File: config.mk
export PLATFORM = sky130hd
export DESIGN_NAME = dram_bank_arbiter
export DESIGN_NICKNAME = d
export VERILOG_FILES = /design/src/rtl/dab_pkg.sv /design/src/rtl/dab_bank_timer.sv /design/src/rtl/dab_sequencer.sv /design/src/rtl/dab_pin_drive.sv /design/src/rtl/dram_bank_arbiter.sv
export SDC_FILE = /design/constraint.sdc
export NUM_CORES = 1
export LEC_CHECK = 0
export CAP_MARGIN = 20
export CORE_MARGIN = 1.5
export CORE_UTILIZATION = 68
export CTS_CLUSTER_DIAMETER = 200
export DETAILED_ROUTE_END_ITERATION = 10
export DONT_BUFFER_PORTS = 1
export PLACE_DENSITY_LB_ADDON = 0.25
export SYNTH_ARGS = -nofsm -noshare
export SYNTH_HDL_FRONTEND = slang
export SYNTH_SLANG_ARGS = --single-unit
File: constraint.sdc
create_clock -name clk -period 3.7 [get_ports clk]
set_clock_uncertainty 0.05 [all_clocks]
set_input_delay 0.555 -clock clk [delete_from_list [all_inputs] [get_ports clk]]
set_output_delay 0.555 -clock clk [all_outputs]
set_load 0.1 [all_outputs]
File: src/rtl/dab_pkg.sv
package dab_pkg;

  typedef enum logic [1:0] {
    SEQ_IDLE = 2'd0,
    SEQ_ACC  = 2'd1,
    SEQ_REF  = 2'd2
  } seq_e;

  // precharge length in clock cycles for each code
  function automatic logic [2:0] pre_edges(input logic [1:0] code);
    case (code)
      2'b00:   pre_edges = 3'd1;
      2'b11:   pre_edges = 3'd3;
      default: pre_edges = 3'd2;
    endcase
  endfunction

  // row strobe length during refresh for each code
  function automatic logic [2:0] ref_edges(input logic [1:0] code);
    case (code)
      2'b01:   ref_edges = 3'd3;
      2'b11:   ref_edges = 3'd4;
      default: ref_edges = 3'd2;
    endcase
  endfunction

endpackage

File: src/rtl/dab_bank_timer.sv
module dab_bank_timer #(
  parameter int CW = 3
) (
  input  logic          clk,
  input  logic          rst_n,
  input  logic          load_i,
  input  logic [CW-1:0] load_val_i,
  output logic          ready_o
);
  logic [CW-1:0] cnt;

  always_ff @(posedge clk or negedge rst_n) begin
    if (!rst_n)          cnt <= '0;
    else if (load_i)     cnt <= load_val_i;
    else if (cnt != '0)  cnt <= cnt - 1'b1;
  end

  assign ready_o = (cnt == '0);
endmodule

File: src/rtl/dab_sequencer.sv
module dab_sequencer
  import dab_pkg::*;
#(
  parameter int NBANK = 4,
  parameter int BW    = 2
) (
  input  logic             clk,
  input  logic             rst_n,
  input  logic             cfg_imm_i,
  input  logic             cfg_dbl_i,
  input  logic [1:0]       cfg_pre_code_i,
  input  logic             strobe_i,
  input  logic             cs_i,
  input  logic             areq_i,
  input  logic [BW-1:0]    bank_i,
  input  logic             wait_inc_n_i,
  input  logic             refresh_req_i,
  input  logic [NBANK-1:0] bank_ready_i,
  output seq_e             state_o,
  output logic [BW-1:0]    cur_bank_o,
  output logic             ack_o,
  output logic             pend_o,
  output logic             cas_phase_o,
  output logic             end_acc_o,
  output logic             end_ref_o
);
  seq_e          state;
  logic          pend, ref_pend;
  logic [BW-1:0] pend_bank, cur_bank, src_bank;
  logic [1:0]    acnt, extra;
  logic [2:0]    rcnt, ref_len;
  logic          hit, acc_req, idle, grant_ref, grant_acc, ack, end_acc, end_ref, take_hit;

  always_comb begin
    ref_len   = ref_edges(cfg_pre_code_i);
    hit       = strobe_i & cs_i;
    src_bank  = pend ? pend_bank : bank_i;
    acc_req   = pend | (cfg_imm_i & hit);
    idle      = (state == SEQ_IDLE);
    grant_ref = idle & ref_pend & (&bank_ready_i);
    grant_acc = idle & ~ref_pend & acc_req & bank_ready_i[src_bank];
    ack       = (state == SEQ_ACC) & (3'(acnt) >= (3'd1 + 3'(extra)));
    end_acc   = ack & ~areq_i;
    end_ref   = (state == SEQ_REF) & (rcnt == ref_len - 3'd1);
    // a strobe is held unless it is granted directly or a held one is kept
    take_hit  = hit & (~pend | grant_acc) & ~(cfg_imm_i & ~pend & grant_acc);
  end

  always_ff @(posedge clk or negedge rst_n) begin
    if (!rst_n) begin
      state     <= SEQ_IDLE;
      pend      <= 1'b0;
      pend_bank <= '0;
      ref_pend  <= 1'b0;
      cur_bank  <= '0;
      acnt      <= '0;
      extra     <= '0;
      rcnt      <= '0;
    end else begin
      case (state)
        SEQ_IDLE: begin
          if (grant_ref) begin
            state <= SEQ_REF;
            rcnt  <= '0;
          end else if (grant_acc) begin
            state    <= SEQ_ACC;
            cur_bank <= src_bank;
            acnt     <= '0;
            extra    <= wait_inc_n_i ? 2'd0 : (cfg_dbl_i ? 2'd2 : 2'd1);
          end
        end
        SEQ_ACC: begin
          if (end_acc)          state <= SEQ_IDLE;
          if (acnt != 2'd3)     acnt  <= acnt + 2'd1;
        end
        SEQ_REF: begin
          if (end_ref) state <= SEQ_IDLE;
          rcnt <= rcnt + 3'd1;
        end
        default: state <= SEQ_IDLE;
      endcase

      if (grant_ref)          ref_pend <= 1'b0;
      else if (refresh_req_i) ref_pend <= 1'b1;

      if (take_hit) begin
        pend      <= 1'b1;
        pend_bank <= bank_i;
      end else if (grant_acc) begin
        pend <= 1'b0;
      end
    end
  end

  assign state_o     = state;
  assign cur_bank_o  = cur_bank;
  assign ack_o       = ack;
  assign pend_o      = pend;
  assign cas_phase_o = (state == SEQ_ACC) & (acnt != 2'd0);
  assign end_acc_o   = end_acc;
  assign end_ref_o   = end_ref;
endmodule

File: src/rtl/dab_pin_drive.sv
module dab_pin_drive
  import dab_pkg::*;
#(
  parameter int NBANK = 4,
  parameter int BW    = 2
) (
  input  logic             clk,
  input  logic             rst_n,
  input  seq_e             state_i,
  input  logic [BW-1:0]    cur_bank_i,
  input  logic             cas_phase_i,
  input  logic             ack_i,
  input  logic             pend_i,
  input  logic             end_acc_i,
  input  logic             cfg_cas_ext_i,
  input  logic             cfg_ack_mode_i,
  input  logic [NBANK-1:0] byte_en_i,
  output logic [NBANK-1:0] ras_o,
  output logic [NBANK-1:0] cas_o,
  output logic             wait_o
);
  logic in_acc, in_ref, stalled;

  assign in_acc = (state_i == SEQ_ACC);
  assign in_ref = (state_i == SEQ_REF);

  for (genvar g = 0; g < NBANK; g++) begin : g_pin
    logic sel, hold;
    assign sel = (cur_bank_i == BW'(g));

    always_ff @(posedge clk or negedge rst_n) begin
      if (!rst_n)                                          hold <= 1'b0;
      else if (end_acc_i && sel && cfg_cas_ext_i && byte_en_i[g]) hold <= 1'b1;
      else if (!byte_en_i[g])                              hold <= 1'b0;
    end

    assign ras_o[g] = (in_acc && sel) || in_ref;
    assign cas_o[g] = (cas_phase_i && sel) || hold;
  end

  assign stalled = (pend_i | in_acc) & ~ack_i;
  assign wait_o  = cfg_ack_mode_i ? ack_i : ~stalled;
endmodule

File: src/rtl/dram_bank_arbiter.sv
module dram_bank_arbiter
  import dab_pkg::*;
#(
  parameter int NBANK = 4
) (
  input  logic             clk,
  input  logic             rst_n,
  input  logic             cfg_immediate,
  input  logic [1:0]       cfg_pre_code,
  input  logic             cfg_ack_mode,
  input  logic             cfg_wait_double,
  input  logic             cfg_cas_extend,
  input  logic             adr_strobe,
  input  logic             chip_sel,
  input  logic             acc_req,
  input  logic [1:0]       bank_sel,
  input  logic [NBANK-1:0] byte_en,
  input  logic             wait_inc_n,
  input  logic             refresh_req,
  output logic [NBANK-1:0] ras_en,
  output logic [NBANK-1:0] cas_en,
  output logic             wait_ack
);
  localparam int BW = 2;
  localparam int PW = 3;

  seq_e             state;
  logic [BW-1:0]    cur_bank;
  logic             ack, pend, cas_phase, end_acc, end_ref;
  logic [NBANK-1:0] bank_ready;
  logic [PW-1:0]    pre_load;

  assign pre_load = pre_edges(cfg_pre_code) - 3'd1;

  dab_sequencer #(.NBANK(NBANK), .BW(BW)) u_seq (
    .clk           (clk),
    .rst_n         (rst_n),
    .cfg_imm_i     (cfg_immediate),
    .cfg_dbl_i     (cfg_wait_double),
    .cfg_pre_code_i(cfg_pre_code),
    .strobe_i      (adr_strobe),
    .cs_i          (chip_sel),
    .areq_i        (acc_req),
    .bank_i        (bank_sel),
    .wait_inc_n_i  (wait_inc_n),
    .refresh_req_i (refresh_req),
    .bank_ready_i  (bank_ready),
    .state_o       (state),
    .cur_bank_o    (cur_bank),
    .ack_o         (ack),
    .pend_o        (pend),
    .cas_phase_o   (cas_phase),
    .end_acc_o     (end_acc),
    .end_ref_o     (end_ref)
  );

  for (genvar g = 0; g < NBANK; g++) begin : g_bank
    logic ld;
    assign ld = (end_acc && (cur_bank == BW'(g))) || end_ref;
    dab_bank_timer #(.CW(PW)) u_tmr (
      .clk       (clk),
      .rst_n     (rst_n),
      .load_i    (ld),
      .load_val_i(pre_load),
      .ready_o   (bank_ready[g])
    );
  end

  dab_pin_drive #(.NBANK(NBANK), .BW(BW)) u_pin (
    .clk           (clk),
    .rst_n         (rst_n),
    .state_i       (state),
    .cur_bank_i    (cur_bank),
    .cas_phase_i   (cas_phase),
    .ack_i         (ack),
    .pend_i        (pend),
    .end_acc_i     (end_acc),
    .cfg_cas_ext_i (cfg_cas_extend),
    .cfg_ack_mode_i(cfg_ack_mode),
    .byte_en_i     (byte_en),
    .ras_o         (ras_en),
    .cas_o         (cas_en),
    .wait_o        (wait_ack)
  );
endmodule

==> qor.txt, run 1 <==
outcome -> finished with violations
failing checks -> DRC
Reg-to-Reg Start -> u_seq.pend_o
antenna violations before repair -> 0
fillcell total -> 184
initial drt markers -> 91
synth unique cells -> 43
Fin. Hold Viols -> 0
CTS H-tree depth -> 2
Worst-Margin Slew -> 0.8681 ns
Tmin final -> 2.902 ns
reg2reg end -> u_seq.pend_bank[1]
Post-synth EDFFs -> 0
peak per-stage delay on the critical path -> 0.74 ns
worst hold margin -> 0.2500 ns
DP HPWL -> 3215 um
vias in the first global route -> 1628
CP endpoint kind -> primary output
max-cap violation count -> 0
RSZ-0062 raised after global routing -> no
area delta synth->final -> 9.314%
layout cells sized above 1 -> 15.38%
Hold Crit Class -> input pin to flop
First-pass DRT Iterations -> 7
Async SR Flop Fraction -> 100.0%
largest net degree at the start of global routing -> 32
crit-path cells -> nand2b_1, nor2_1, a21o_1
ys flop type -> dfrtp_1
DR WL/cell -> 16.67 um
Final Wtd Congestion -> 0.8631
DRC viols -> 4
Post-Syn Nets -> 250
CP Launch Type -> flop
final period utilization -> 78.44%
vias post-DR -> 1570
Die Y -> 57.80 um
Die W -> 57.80 um
maximum VDD drop -> 0.4920 mV
YS warnings -> 0
Clock Tree Buf Depth -> 2
setup_tns -> 0 ns
number of I/O pins -> 28
Yosys reg bits -> 31
Post-CTS Resized -> 0
placement row count -> 19
drt total wl -> 4201 um
initial cell density of the core -> 72.79%
port bufs -> 0
Worst-Skew Late Latency -> 0.33 ns
Post-Syn Area -> 0.002042 sq mm
Vias/cell -> 6.230
fmax -> 344.6 MHz
worst endpoint required time -> 3.09 ns
root buf cell -> clkbuf_4
max-slew violations -> 0
DIE AREA -> 0.003341 sq mm
total track usage -> 27.64%
leakage -> 0.001076 uW
GR Overflow Total -> 0
FF-to-FF path depth -> 5
hold path endpoint -> u_seq.extra[0]
Reg2Reg Setup Slack -> 1.15 ns
P per Cell Area -> 674.6 mW/mm^2
register area share after synthesis -> 37.99%
final core utilization -> 79.57%
Antenna Nets Post-Route -> 0
hold path depth -> 1
first-pass GRT wire length -> 7113 um
average size of a mapped cell -> 9.587 sq um
ANT cells -> 0
DP Area -> 0.002116 sq mm
number of CTS-inserted buffers -> 5
Clock Sinks -> 31
crit-path max FO -> 9
worst path arrival time -> 2.30 ns
final worst setup slack -> 0.7977 ns
Slew HR -> 42.28%
Post-Place Worst Slack -> 1.147 ns
CP max stage cell -> a21o_1
HP Start -> cfg_wait_double
critical path class -> flop to primary output
Nets -> 257
Mapped Cells -> 213
Clk pin slew, worst setup/hold paths -> 0.10 ns
Final Cell Area -> 0.002232 sq mm
core area -> 0.002805 sq mm
TritonCTS clock tree -> done
final setup fails -> 0
## worst max-delay path: cells and delay by family, from the launching register on
| family | cells | cell delay (ns) |
|---|---|---|
| DFF | 1 | 0.47 |
| AOI/OAI and AO/OA | 1 | 0.74 |
| and+or+nand+nor | 2 | 0.74 |
## synth_stat cells, drive strengths merged (2+ instances only)
cell type  count  area share, %
nand3          5            1.2
a31oi          5            1.5
a21oi         10            2.5
mux2i         12            5.9
mux2          10            5.9
nor2b         10            3.1
a21o           3            1.1
nand2b         3           0.92
buf            3            1.3
inv           22            4.0
nor2          14            2.6
xnor2          5            2.1
o22ai          3           0.92
nand2         17            3.1
nand4b         2           0.86
ha            18             11
dfrtp         31             38
clkbuf         4           0.74
nand4          2           0.61
o31ai          3            1.3
o21ai         12            2.9
or3            2           0.86
nor3           2           0.49
## worst max-delay path by stage
| stage | start | end | slack [ns] | cells past startpoint |
|---|---|---|---|---|
| after detailed placement | u_seq.state_o[1] | cas_en[0] | 1.15 | 3 |
| after global placement | u_seq.state_o[1] | cas_en[0] | 1.23 | 3 |
| after global routing | u_seq.state_o[1] | cas_en[0] | 0.67 | 3 |
| after floorplan | u_seq.state_o[1] | ras_en[0] | 0.03 | 4 |
| final | u_seq.state_o[1] | cas_en[0] | 0.80 | 3 |
| after CTS | u_seq.state_o[1] | cas_en[0] | 0.79 | 3 |
## flip-flops by register name, summed over array words and instances, names as in the netlist
register	cells
g_bank.u_tmr.cnt	12
u_pin.g_pin.hold	4
u_seq.acnt	2
u_seq.cur_bank_o	2
u_seq.extra	2
u_seq.pend_bank	2
u_seq.pend_o	1
u_seq.rcnt	3
u_seq.ref_pend	1
u_seq.state_o	2
## area by class of cell
class,instances,area [sq um],area share (%)
Multi-Input combinational cell,153,1181,52.91
Sequential cell,31,775.7,34.75
Inverter,22,82.58,3.700
Timing Repair Buffer,7,67.56,3.027
Clock buffer,6,51.30,2.298
Tap cell,31,38.79,1.738
Clock inverter,2,35.03,1.570
## report_power, final
| group | leakage, uW | switching [uW] | internal, uW |
|---|---|---|---|
| Sequential | 0.000379 | 90.3 | 446 |
| Combinational | 0.000649 | 390 | 300 |
| Clock | 0.0000482 | 120 | 160 |
| Total | 0.00108 | 600 | 906 |
## metal layers
metal / vias to the layer above / wire (um) / track usage, % / part of all wire, %
met3: 11 / 246 / 8.259 / 5.9
met4: 0 / 55 / 8.638 / 1.3
met1: 755 / 1697 / 32.41 / 40
li1: 756 / - / - / -
met2: 48 / 2201 / 48.54 / 52
met5: - / 0 / 0 / 0
## layout by cell type, fill, tap and decap left out, drive strengths merged, types with 3 or more instances in the layout
cell type / n
nor2: 14
buf: 6
ha: 18
nor2b: 10
dfrtp: 31
xnor2: 5
o21ai: 12
o22ai: 3
nand2b: 3
clkbuf: 6
inv: 22
a21o: 3
nand2: 17
a21oi: 10
mux2i: 12
a31oi: 5
mux2: 10
o31ai: 3
nand3: 5
## per-stage QoR
stage / power (uW) / cells
3_3_place_gp: 1152 / 242
5_1_grt: 1618 / 252
2_1_floorplan: 1071 / 213
4_1_cts: 1513 / 252
6_report: 1506 / 252
3_5_place_dp: 1222 / 242
## kinds of logic after synthesis
family | after synthesis | synth area share (%)
flops | 31 | 37.99
simple gates | 63 | 16.73
compound gates | 44 | 13.85
buf+inv | 29 | 6.066
mux | 22 | 11.77
xor+xnor | 6 | 2.574
fa+ha+maj | 18 | 11.03
## what timing repair did
item,in CTS,in global routing
buffers inserted,0,0
hold endpoints to repair,31,0
hold buffers,2,0
setup endpoints to repair,0,0
Power figures use the tool's default switching activity.
==> run 2, diff against run 1 <==
- CORE_UTILIZATION: 68 -> 63
- clock period: 3.7 -> 2.93 ns (I/O delays scaled with it)
==> run 2 against run 1 <==
Against the previous run:
- the run now ends clean
- non-clock buffer count is 6 higher
- power increased by 24%
- critical path depth increased by 3
- critical path type unchanged
- critical endpoint is now wait_ack
- highest routed layer unchanged
==> qor.txt, run 2 (synthesis results as in run 1) <==
Reg-to-Reg Start -> u_seq.pend_o
most frequent cells in the layout -> dfrtp_1, inv_1, ha_1, nand2_1, nor2_1
placement row count -> 20 (+1)
Switching Fraction -> 41.20% (+1.4 points)
max-slew violations -> 0 (unchanged)
leakage -> 0.001097 uW (+1.9%)
vias in the first global route -> 1542 (-5.3%)
Worst path depth -> 6 (+3)
critical path class -> flop to primary output
most common cell after layout, fill and taps aside -> dfrtp_1
Slew HR -> 59.78% (+17 points)
worst endpoint required time -> 2.44 ns (-0.65 ns)
CP Launch Type -> flop
RSZ-0062 raised after global routing -> no
hold path depth -> 1 (unchanged)
Clock Sinks -> 31 (unchanged)
outcome -> completed
Final Wtd Congestion -> 0.7979 (-7.6%)
crit path buf inv count -> 2 (+2)
fmax -> 400.0 MHz
worst path arrival time -> 2.01 ns (-0.29 ns)
largest net degree at the start of global routing -> 32 (unchanged)
Vias/cell -> 5.775 (-7.3%)
initial cell density of the core -> 66.34% (-6.5 points)
crit-path max FO -> 3 (-6)
area delta synth->final -> 11.46%
CTS H-tree depth -> 2 (unchanged)
FF-to-FF path depth -> 6 (+1)
Worst-Margin Slew -> 0.5997 ns (-0.2684 ns)
TritonCTS clock tree -> done
core area -> 0.003078 sq mm (+9.7%)
First-pass DRT Iterations -> 4 (-3)
most frequent cell on the critical path -> ha_1
fillcell total -> 226 (+23%)
Gate power share -> 47.8% (+2.0 points)
P per Cell Area -> 818.4 mW/mm^2 (+21%)
peak per-stage delay on the critical path -> 0.41 ns (-0.33 ns)
antenna violations before repair -> 0 (unchanged)
Reg power frac -> 36.9% (+1.3 points)
Clock Power Share -> 15.3% (-3.3 points)
Post-Place Worst Slack -> 0.4844 ns (-0.6631 ns)
maximum VDD drop -> 0.5191 mV (+5.5%)
DP HPWL -> 3221 um (+0.18%)
worst hold margin -> 0.1398 ns (-0.1102 ns)
internal power -> 1095 uW (+21%)
Post-CTS Resized -> 0 (unchanged)
GR Overflow Total -> 0 (unchanged)
final period utilization -> 85.32%
Clock Tree Buf Depth -> 2 (unchanged)
Antenna Nets Post-Route -> 0 (unchanged)
Clk pin slew, worst setup/hold paths -> 0.10 ns (about the same)
switching power -> 767.5 uW (+28%)
number of CTS-inserted buffers -> 5 (unchanged)
final worst setup slack -> 0.4302 ns (-0.3676 ns)
Die Y -> 59.93 um (+3.7%)
placed cells -> 261 (+7.9%)
vias post-DR -> 1565 (-0.32%)
fin cells -> 271 (+7.5%)
CP endpoint kind -> primary output
initial drt markers -> 61 (-33%)
total track usage -> 26.08% (-1.6 points)
ANT cells -> 0 (unchanged)
final setup fails -> 0 (unchanged)
CP max stage cell -> dfrtp_1
Fin. Hold Viols -> 0 (unchanged)
Critical Path Start -> u_seq.extra[0]
crit-path cells -> ha_1, inv_1, ha_1, a21oi_1, o31ai_4, buf_4
Hold Crit Class -> input pin to flop
first-pass GRT wire length -> 6796 um (-4.5%)
number of I/O pins -> 28 (unchanged)
layout cells sized above 1 -> 17.18% (+1.8 points)
port bufs -> 0 (unchanged)
Nets -> 263 (+2.3%)
max-cap violation count -> 0 (unchanged)
Largest regs -> g_bank.u_tmr.cnt (12), u_pin.g_pin.hold (4), u_seq.rcnt (3)
drt total wl -> 4249 um (+1.1%)
root buf cell -> clkbuf_4
DRC viols -> 0 (-4)
Die W -> 59.93 um (+3.7%)
HP Start -> cfg_wait_double
DIE AREA -> 0.003592 sq mm (+7.5%)
Worst-Skew Late Latency -> 0.32 ns (about the same)
DR WL/cell -> 15.68 um (-5.9%)
number of flip-flops in the largest register -> 12 (unchanged)
Crit path max-delay family -> adder cells
Top reg by flops -> g_bank.u_tmr.cnt
Tmin final -> 2.500 ns
-- run 2: through the flow --
stage	cell area [sq um]	setup TNS (ns)	power, uW	utilization [%]
2_1_floorplan	2052	-1.046	1355	-
3_3_place_gp	2177	0	1468	70.73
3_5_place_dp	2177	0	1559	70.73
4_1_cts	2276	0	1865	73.94
5_1_grt	2276	0	2003	73.94
6_report	2276	0	1863	73.94
-- run 2: final timing paths --
check | endpoint | slack (ns)
hold / removal | u_seq.extra[0] | 0.14
setup / recovery | wait_ack | 0.43
min in group asynchronous | u_seq.cur_bank_o[0] | 0.51
setup reg to reg | u_seq.pend_bank[1] | 0.48
max in group asynchronous | g_bank[0].u_tmr.cnt[0] | 2.16
hold reg to reg | u_seq.extra[1] | 0.48
-- run 2: metal layers --
metal	global-route usage [%]	part of all wire, %
met1	32.04	44
met2	43.94	49
met3	6.277	5.4
met4	10.16	1.3
met5	0	0
-- run 2: power groups by stage --
stage	sequential, uW	clock [uW]	combinational, uW
2_1_floorplan	648	0	707
3_3_place_gp	676	0	792
3_5_place_dp	687	0	872
4_1_cts	679	290	896
5_1_grt	695	312	996
6_report	688	285	890
-- run 2: final cells by class --
| type | instances | area (sq um) | share of cell area (%) |
|---|---|---|---|
| Sequential cell | 31 | 775.7 | 34.08 |
| Clock buffer | 8 | 68.82 | 3.024 |
| Timing Repair Buffer | 13 | 112.6 | 4.948 |
| Multi-Input combinational cell | 153 | 1181 | 51.90 |
| Inverter | 22 | 82.58 | 3.628 |
| Tap cell | 44 | 55.05 | 2.419 |
-- run 2: timing repair --
action,4_1_cts,5_1_grt
setup buffers,0,0
hold endpoints to repair,31,0
hold buffers,2,0
